**src/rtl/bru_pkg.sv**
```systemverilog
`timescale 1ns/1ps
// Package: shared widths, opcode values and the decoded-instruction record
// for the branch next-address unit. Assumes a 32-bit instruction word with
// the primary opcode in its six most significant bits.
package bru_pkg;
    localparam int INSTR_W   = 32;
    localparam int OPC_W     = 6;
    localparam int CTL_W     = 5;
    localparam int SEL_W     = 5;
    localparam int XO_W      = 10;
    localparam int LONG_W    = 24;
    localparam int SHORT_W   = 14;

    localparam logic [OPC_W-1:0] OPC_DIRECT = 6'd18;
    localparam logic [OPC_W-1:0] OPC_COND   = 6'd16;
    localparam logic [OPC_W-1:0] OPC_GROUP  = 6'd19;
    localparam logic [XO_W-1:0]  XO_TO_LINK = 10'd16;

    typedef enum logic [1:0] {
        BK_NONE   = 2'd0,
        BK_DIRECT = 2'd1,
        BK_COND   = 2'd2,
        BK_TOLINK = 2'd3
    } br_kind_e;

    // Decoded branch fields; ctl is kept in little-endian order so that
    // ctl[4] is the leftmost control bit of the instruction.
    typedef struct packed {
        br_kind_e          kind;
        logic [CTL_W-1:0]  ctl;
        logic [SEL_W-1:0]  sel;
        logic              absolute;
        logic              link;
    } br_dec_t;
endpackage

```
**src/rtl/bru_decode.sv**
```systemverilog
`timescale 1ns/1ps
// Module: bru_decode
// Classifies the instruction into one of the branch forms and extracts the
// control, selector, absolute and link fields plus the sign-extended byte
// displacement. Assumes ADDR_W is at least 26 so both displacements fit.
module bru_decode
    import bru_pkg::*;
#(
    parameter int ADDR_W = 32
) (
    input  logic [INSTR_W-1:0] instr,
    output br_dec_t            dec,
    output logic [ADDR_W-1:0]  disp
);
    localparam int LONG_EXT  = ADDR_W - LONG_W - 2;
    localparam int SHORT_EXT = ADDR_W - SHORT_W - 2;

    logic [OPC_W-1:0]   opc;
    logic [XO_W-1:0]    xo;
    logic [LONG_W-1:0]  long_fld;
    logic [SHORT_W-1:0] short_fld;

    // Split the instruction into its raw fields.
    always_comb begin
        opc       = instr[INSTR_W-1 -: OPC_W];
        xo        = instr[XO_W:1];
        long_fld  = instr[LONG_W+1:2];
        short_fld = instr[SHORT_W+1:2];
    end

    // Pick the branch form and copy the shared control fields.
    always_comb begin
        dec.kind     = BK_NONE;
        if (opc == OPC_DIRECT)
            dec.kind = BK_DIRECT;
        else if (opc == OPC_COND)
            dec.kind = BK_COND;
        else if (opc == OPC_GROUP && xo == XO_TO_LINK)
            dec.kind = BK_TOLINK;
        dec.ctl      = instr[25:21];
        dec.sel      = instr[20:16];
        dec.absolute = instr[1];
        dec.link     = instr[0];
    end

    // Sign-extend the displacement that belongs to the decoded form.
    always_comb begin
        if (dec.kind == BK_DIRECT)
            disp = {{LONG_EXT{long_fld[LONG_W-1]}}, long_fld, 2'b00};
        else
            disp = {{SHORT_EXT{short_fld[SHORT_W-1]}}, short_fld, 2'b00};
    end
endmodule

```
**src/rtl/bru_cond.sv**
```systemverilog
`timescale 1ns/1ps
// Module: bru_cond
// Evaluates the count-register and condition-register tests of a
// conditional branch and decides whether it is taken. The single
// decrementer result feeds both the zero test and the write-back value.
// Assumes cr bit 31 holds condition bit 0.
module bru_cond
    import bru_pkg::*;
#(
    parameter int ADDR_W = 32,
    parameter int CR_W   = 32
) (
    input  logic [CTL_W-1:0]  ctl,
    input  logic [SEL_W-1:0]  sel,
    input  logic [CR_W-1:0]   cr,
    input  logic [ADDR_W-1:0] ctr,
    output logic [ADDR_W-1:0] ctr_dec,
    output logic              dec_req,
    output logic              pass
);
    localparam logic [SEL_W-1:0] TOP_IDX = SEL_W'(CR_W - 1);

    logic             skip_ctr;
    logic             want_zero;
    logic             skip_cr;
    logic             want_bit;
    logic [SEL_W-1:0] cr_idx;
    logic             ctr_ok;
    logic             cr_ok;

    // Name the control bits by their role.
    always_comb begin
        skip_cr   = ctl[4];
        want_bit  = ctl[3];
        skip_ctr  = ctl[2];
        want_zero = ctl[1];
    end

    // Decrement the count and apply the zero or non-zero test.
    always_comb begin
        ctr_dec = ctr - ADDR_W'(1);
        dec_req = ~skip_ctr;
        ctr_ok  = skip_ctr | ((ctr_dec != '0) ^ want_zero);
    end

    // Select the condition bit and compare it with the wanted sense.
    always_comb begin
        cr_idx = TOP_IDX - sel;
        cr_ok  = skip_cr | (cr[cr_idx] == want_bit);
        pass   = ctr_ok & cr_ok;
    end
endmodule

```
**src/rtl/bru_target.sv**
```systemverilog
`timescale 1ns/1ps
// Module: bru_target
// Forms the sequential address, the branch target for each form and the
// resulting next address. Assumes addresses wrap modulo 2^ADDR_W.
module bru_target
    import bru_pkg::*;
#(
    parameter int ADDR_W = 32
) (
    input  br_kind_e          kind,
    input  logic              absolute,
    input  logic [ADDR_W-1:0] disp,
    input  logic [ADDR_W-1:0] cia,
    input  logic [ADDR_W-1:0] lr,
    input  logic              take,
    output logic [ADDR_W-1:0] seq,
    output logic [ADDR_W-1:0] nia
);
    localparam logic [ADDR_W-1:0] STEP = ADDR_W'(4);

    logic [ADDR_W-1:0] rel_tgt;
    logic [ADDR_W-1:0] tgt;

    // Compute the fall-through and the displacement-based target.
    always_comb begin
        seq     = cia + STEP;
        rel_tgt = absolute ? disp : (cia + disp);
    end

    // Choose the target of the form, then the address that fetch follows.
    always_comb begin
        if (kind == BK_TOLINK)
            tgt = {lr[ADDR_W-1:2], 2'b00};
        else
            tgt = rel_tgt;
        nia = take ? tgt : seq;
    end
endmodule

```
**src/rtl/bru_next_addr.sv**
```systemverilog
`timescale 1ns/1ps
// Module: bru_next_addr (top)
// Branch next-address and count-register unit. Decodes one instruction per
// cycle, evaluates its branch condition and registers the next address,
// taken flag and count/link write-backs. One cycle of latency; the link
// target uses the incoming link value before any link write.
module bru_next_addr
    import bru_pkg::*;
#(
    parameter int ADDR_W = 32,
    parameter int CR_W   = 32
) (
    input  logic                clk,
    input  logic                rst_n,
    input  logic [INSTR_W-1:0]  instr_i,
    input  logic [ADDR_W-1:0]   cia_i,
    input  logic [CR_W-1:0]     cr_i,
    input  logic [ADDR_W-1:0]   ctr_i,
    input  logic [ADDR_W-1:0]   lr_i,
    output logic [ADDR_W-1:0]   nia_o,
    output logic                taken_o,
    output logic                ctr_we_o,
    output logic [ADDR_W-1:0]   ctr_val_o,
    output logic                lr_we_o,
    output logic [ADDR_W-1:0]   lr_val_o
);
    br_dec_t           dec;
    logic [ADDR_W-1:0] disp;
    logic [ADDR_W-1:0] ctr_dec;
    logic              dec_req;
    logic              cond_pass;
    logic              is_cond_form;
    logic              is_branch;
    logic              take;
    logic [ADDR_W-1:0] seq;
    logic [ADDR_W-1:0] nia_d;
    logic              live_q;

    bru_decode #(.ADDR_W(ADDR_W)) u_decode (
        .instr (instr_i),
        .dec   (dec),
        .disp  (disp)
    );

    bru_cond #(.ADDR_W(ADDR_W), .CR_W(CR_W)) u_cond (
        .ctl     (dec.ctl),
        .sel     (dec.sel),
        .cr      (cr_i),
        .ctr     (ctr_i),
        .ctr_dec (ctr_dec),
        .dec_req (dec_req),
        .pass    (cond_pass)
    );

    // Combine the form with the condition outcome.
    always_comb begin
        is_cond_form = (dec.kind == BK_COND) || (dec.kind == BK_TOLINK);
        is_branch    = (dec.kind != BK_NONE);
        take         = (dec.kind == BK_DIRECT) || (is_cond_form && cond_pass);
    end

    bru_target #(.ADDR_W(ADDR_W)) u_target (
        .kind     (dec.kind),
        .absolute (dec.absolute),
        .disp     (disp),
        .cia      (cia_i),
        .lr       (lr_i),
        .take     (take),
        .seq      (seq),
        .nia      (nia_d)
    );

    // Register all results; reset clears them.
    always_ff @(posedge clk) begin
        if (!rst_n) begin
            nia_o     <= '0;
            taken_o   <= 1'b0;
            ctr_we_o  <= 1'b0;
            ctr_val_o <= '0;
            lr_we_o   <= 1'b0;
            lr_val_o  <= '0;
        end else begin
            nia_o     <= nia_d;
            taken_o   <= take;
            ctr_we_o  <= is_cond_form && dec_req;
            ctr_val_o <= ctr_dec;
            lr_we_o   <= is_branch && dec.link;
            lr_val_o  <= seq;
        end
    end

    // Mark that outputs hold a computed result rather than reset values.
    always_ff @(posedge clk) begin
        if (!rst_n) live_q <= 1'b0;
        else        live_q <= 1'b1;
    end

    AST_RESET_CLEAR: assert property (@(posedge clk) disable iff (!rst_n)
        !live_q |-> (nia_o == '0 && !taken_o && !ctr_we_o && !lr_we_o
                     && ctr_val_o == '0 && lr_val_o == '0));
    AST_SEQ_WHEN_IDLE: assert property (@(posedge clk) disable iff (!rst_n)
        (live_q && !taken_o) |-> (nia_o == $past(cia_i) + ADDR_W'(4)));
    AST_LINK_VALUE: assert property (@(posedge clk) disable iff (!rst_n)
        (live_q && lr_we_o) |-> (lr_val_o == $past(cia_i) + ADDR_W'(4)
                                 && $past(instr_i[0])));
    AST_CTR_STEP: assert property (@(posedge clk) disable iff (!rst_n)
        (live_q && ctr_we_o) |-> (ctr_val_o == $past(ctr_i) - ADDR_W'(1)
                                  && !$past(instr_i[23])));
    AST_DIRECT_TAKEN: assert property (@(posedge clk) disable iff (!rst_n)
        (live_q && $past(instr_i[31:26]) == OPC_DIRECT) |-> taken_o);
    AST_OTHER_QUIET: assert property (@(posedge clk) disable iff (!rst_n)
        (live_q && $past(instr_i[31:26]) != OPC_DIRECT
                && $past(instr_i[31:26]) != OPC_COND
                && $past(instr_i[31:26]) != OPC_GROUP)
        |-> (!taken_o && !ctr_we_o && !lr_we_o));
endmodule

```
**config.mk**
```make
export PLATFORM = sky130hd
export DESIGN_NAME = bru_next_addr
export DESIGN_NICKNAME = d
export VERILOG_FILES = /design/src/rtl/bru_pkg.sv /design/src/rtl/bru_decode.sv /design/src/rtl/bru_cond.sv /design/src/rtl/bru_target.sv /design/src/rtl/bru_next_addr.sv
export SDC_FILE = /design/constraint.sdc
export NUM_CORES = 1
export LEC_CHECK = 0
export BUFFER_PORTS_ARGS = -buffer_cell sky130_fd_sc_hd__buf_2
export CORE_MARGIN = 4
export CORE_UTILIZATION = 45
export CTS_BUF_LIST = sky130_fd_sc_hd__clkbuf_8 sky130_fd_sc_hd__clkbuf_16
export CTS_CLUSTER_SIZE = 12
export DETAILED_ROUTE_END_ITERATION = 6
export HOLD_SLACK_MARGIN = 0.1
export PLACE_DENSITY = 0.72
export SLEW_MARGIN = 20
export SYNTH_ARGS = -nofsm -noshare
export SYNTH_HDL_FRONTEND = slang
export SYNTH_SLANG_ARGS = --single-unit
```
**constraint.sdc**
```tcl
create_clock -name clk -period 4.6 [get_ports clk]
set_input_delay 0.69 -clock clk [delete_from_list [all_inputs] [get_ports clk]]
set_output_delay 0.69 -clock clk [all_outputs]
set_load 0.02 [all_outputs]
```
==> results.py <==
metrics = {
    "clocking": {
        "cts_hold_buf": 0,
        "clk_pin_slew_worst_paths_ns": 0.08,
        "numCtsBuffers": 9,
        "cts_max_path_buffers": 2,
        "clkSinkCount": 99,
        "htreeDepth": 3,
        "cts-root-buf": "clkbuf_16",
        "tritoncts": "yes",
    },
    "yosys": {
        "syn_avg_cell_area_um2": 8.270,
        "ys_warn_count": 0,
        "yosys-top-cells-area": "dfxtp_1 (30%), ha_1 (6.1%), xnor2_1 (4.9%)",
        "synth_area_leader_cell": "dfxtp_1",
        "synth_area_mm2": 0.006566,
        "syn-num-nets": 989,
        "ys_async_sr_fraction_pct": 0,
        "synth_top_area_share_pct": 30.18,
        "synth_seq_cells": 99,
        "seq_area_frac_synth_pct": 30.18,
        "synth-main-ff-cell": "dfxtp_1",
        "synthCells": 794,
        "synth-edff-count": 0,
        "synthDistinctLibCells": 73,
    },
    "die": {
        "fp.dieW_um": 128.8,
        "core_mm2": 0.01410,
        "fp-row-count": 43,
        "num_io_pins": 261,
        "dieArea_mm2": 0.01659,
        "initial_utilization_pct": 46.58,
        "die_y_um": 128.8,
    },
    "global_route": {
        "first_global_vias": 6353,
        "grt_pass1_wl_um": 31750,
        "grt-ovfl-total": 0,
        "antenna_found_initial": 2,
        "grt_max_degree": 46,
        "track_usage_pct": 23.86,
    },
    "routing": {
        "drt-vias-per-instance": 5.468,
        "dr_total_vias": 6709,
        "routed.top_layer": "met5",
        "met3_length_um": 1686,
        "wl_per_cell_um": 16.57,
        "routed-wl-met2_um": 9445,
        "postRouteAntennaNets": 0,
        "wl_met1_um": 8747,
        "drc": 0,
        "routed_wirelength_um": 20330,
        "first_pass_iters": 5,
        "drtIter0Drc": 437,
    },
    "placement": {
        "dpl.hpwl_um": 16460,
        "io_buffer_count": 258,
        "dpl_worst_slack_ns": 0.003205,
        "gp_congestion": 0.9873,
        "placed_cell_area_mm2": 0.008025,
    },
    "sta": {
        "clock.fmax_ghz": 0.2342,
        "timing.hold.ws_ns": 0.5493,
        "hold_viol_final": 0,
        "final.setup.tns_ns": 0,
        "fin_crit_ns": 4.270,
        "period_share_pct": 92.83,
        "final-setup-viol-count": 0,
        "drv_slew": 0,
        "worst_pin_slew_ns": 0.8359,
        "relSlewSlack_pct": 44.16,
        "rsz0062_at_grt": "no",
        "worst_slack_ns": 0.3298,
    },
    "power_and_ir_drop": {
        "power.density_mw_per_mm2": 280.7,
        "irDropWorstVdd_mv": 0.1761,
        "p_leak_nw": 3.937,
    },
    "cells_and_area": {
        "drive_gt1_share_pct": 30.21,
        "areaGrowthSynthToFinish_pct": 26.94,
        "final_nets": 1236,
        "fillers": 1311,
        "fin_area_mm2": 0.008335,
    },
    "status": {
        "status": "finished clean",
    },
    "setup_path": {
        "required_ns": 4.89,
        "cp_max_fo": 10,
        "path_class": "in2reg",
        "cp-end-kind": "register",
        "startpoint_type": "input pin",
        "critical_path_arrival_ns": 4.56,
    },
    "flow_run": {
        "maxCapViolations": 0,
    },
    "hold_path": {
        "hp-class": "in2reg",
    },
}
[per-stage QoR]
stage | util (%) | total power, mW | instances
2_1_floorplan | - | 1.333 | 794
3_3_place_gp | 56.93 | 1.558 | 1210
3_5_place_dp | 56.93 | 1.561 | 1210
4_1_cts | 59.12 | 2.354 | 1226
5_1_grt | 59.13 | 2.457 | 1227
6_report | 59.13 | 2.340 | 1227
[worst paths after layout]
| kind | slack (ns) | startpoint | to | cells after the start |
|---|---|---|---|---|
| hold / removal | 0.55 | cia_i[0] | lr_val_o[0]$_SDFF_PN0_ | 2 |
| setup / recovery | 0.33 | instr_i[31] | nia_o[31]$_SDFF_PN0_ | 18 |
[cell type report]
| class | instances | area, um^2 | area share, % |
|---|---|---|---|
| timing repair buffer | 272 | 1396 | 16.75 |
| sequential | 99 | 1982 | 23.78 |
| clock buffer | 9 | 225.2 | 2.702 |
| antenna | 1 | 2.502 | 0.03002 |
| inverter | 38 | 142.6 | 1.711 |
| clock inverter | 7 | 82.58 | 0.9907 |
| multi-input combinational | 621 | 4279 | 51.34 |
| tap | 180 | 225.2 | 2.702 |
[power by group]
part / internal, mW / switching [mW] / total (mW)
logic: 0.263 / 0.366 / 0.629
registers: 0.907 / 0.0114 / 0.918
clock network: 0.432 / 0.361 / 0.793
[synth_stat cells (9+ instances only)]
library cell and instances:
dfxtp_1 99, nand2_1 68, nor2_1 53, o21ai_0 49, a21oi_1 42, inv_1 37, xnor2_1 37, xor2_1 36
ha_1 32, clkbuf_1 28, and2_1 24, nor3_1 19, a21o_1 18, nand3_1 18, o211ai_1 18, nand2b_1 17
or3_1 17, o2111ai_1 16, and3_1 13, nor2b_1 12, nor4_1 10, a21boi_0 9
[cell usage in the layout (no fill, tap or decap), types with 18 or more instances in the layout]
| cell | instances |
|---|---|
| nand3_1 | 18 |
| a21oi_1 | 42 |
| o21ai_0 | 49 |
| nor2_1 | 53 |
| buf_2 | 258 |
| ha_1 | 32 |
| nor3_1 | 19 |
| xor2_1 | 36 |
| a21o_1 | 18 |
| o211ai_1 | 18 |
| dfxtp_1 | 99 |
| nand2_1 | 68 |
| and2_1 | 24 |
| xnor2_1 | 37 |
| inv_1 | 37 |
[per-layer routing]
metal	vias up	global-route usage [%]
met1	3017	31.40
li1	3377	-
met4	2	7.783
met5	-	0
met2	284	39.36
met3	29	4.649
[cell families after synthesis]
family | after synthesis | share of synthesized area [%]
flops | 99 | 30.18
fa+ha+maj | 33 | 6.402
xor+xnor | 73 | 9.737
buf+inv | 74 | 4.649
compound gates | 217 | 22.54
simple gates | 280 | 22.66
mux | 18 | 3.830
[flip-flops by register name (all words and copies together), names as in the netlist]
signal and flops:
lr_val_o 32, ctr_val_o 32, nia_o 32, lr_we_o 1, ctr_we_o 1, taken_o 1
[worst max-delay path, cell delays in order]
cell and delay (ns):
buf_2 0.09, nor4b_1 0.48, buf_4 0.21, nand2b_1 0.07, nor2_1 0.14, nor2b_1 0.20
a21o_1 0.23, ha_1 0.32, a21oi_1 0.22, o21ai_0 0.12, nand3_1 0.09, nand4b_1 0.14
a221oi_1 0.30, o21ai_1 0.16, a221oi_1 0.45, xor2_1 0.15, or3_1 0.33, a41oi_1 0.17
[timing repair]
action                     in CTS  in global routing
setup buffers                   0                  0
gates resized for setup         0                  1
hold endpoints to repair        0                  0
setup endpoints to repair       0                  1
Note: power is estimated with default switching activity, not from simulation.
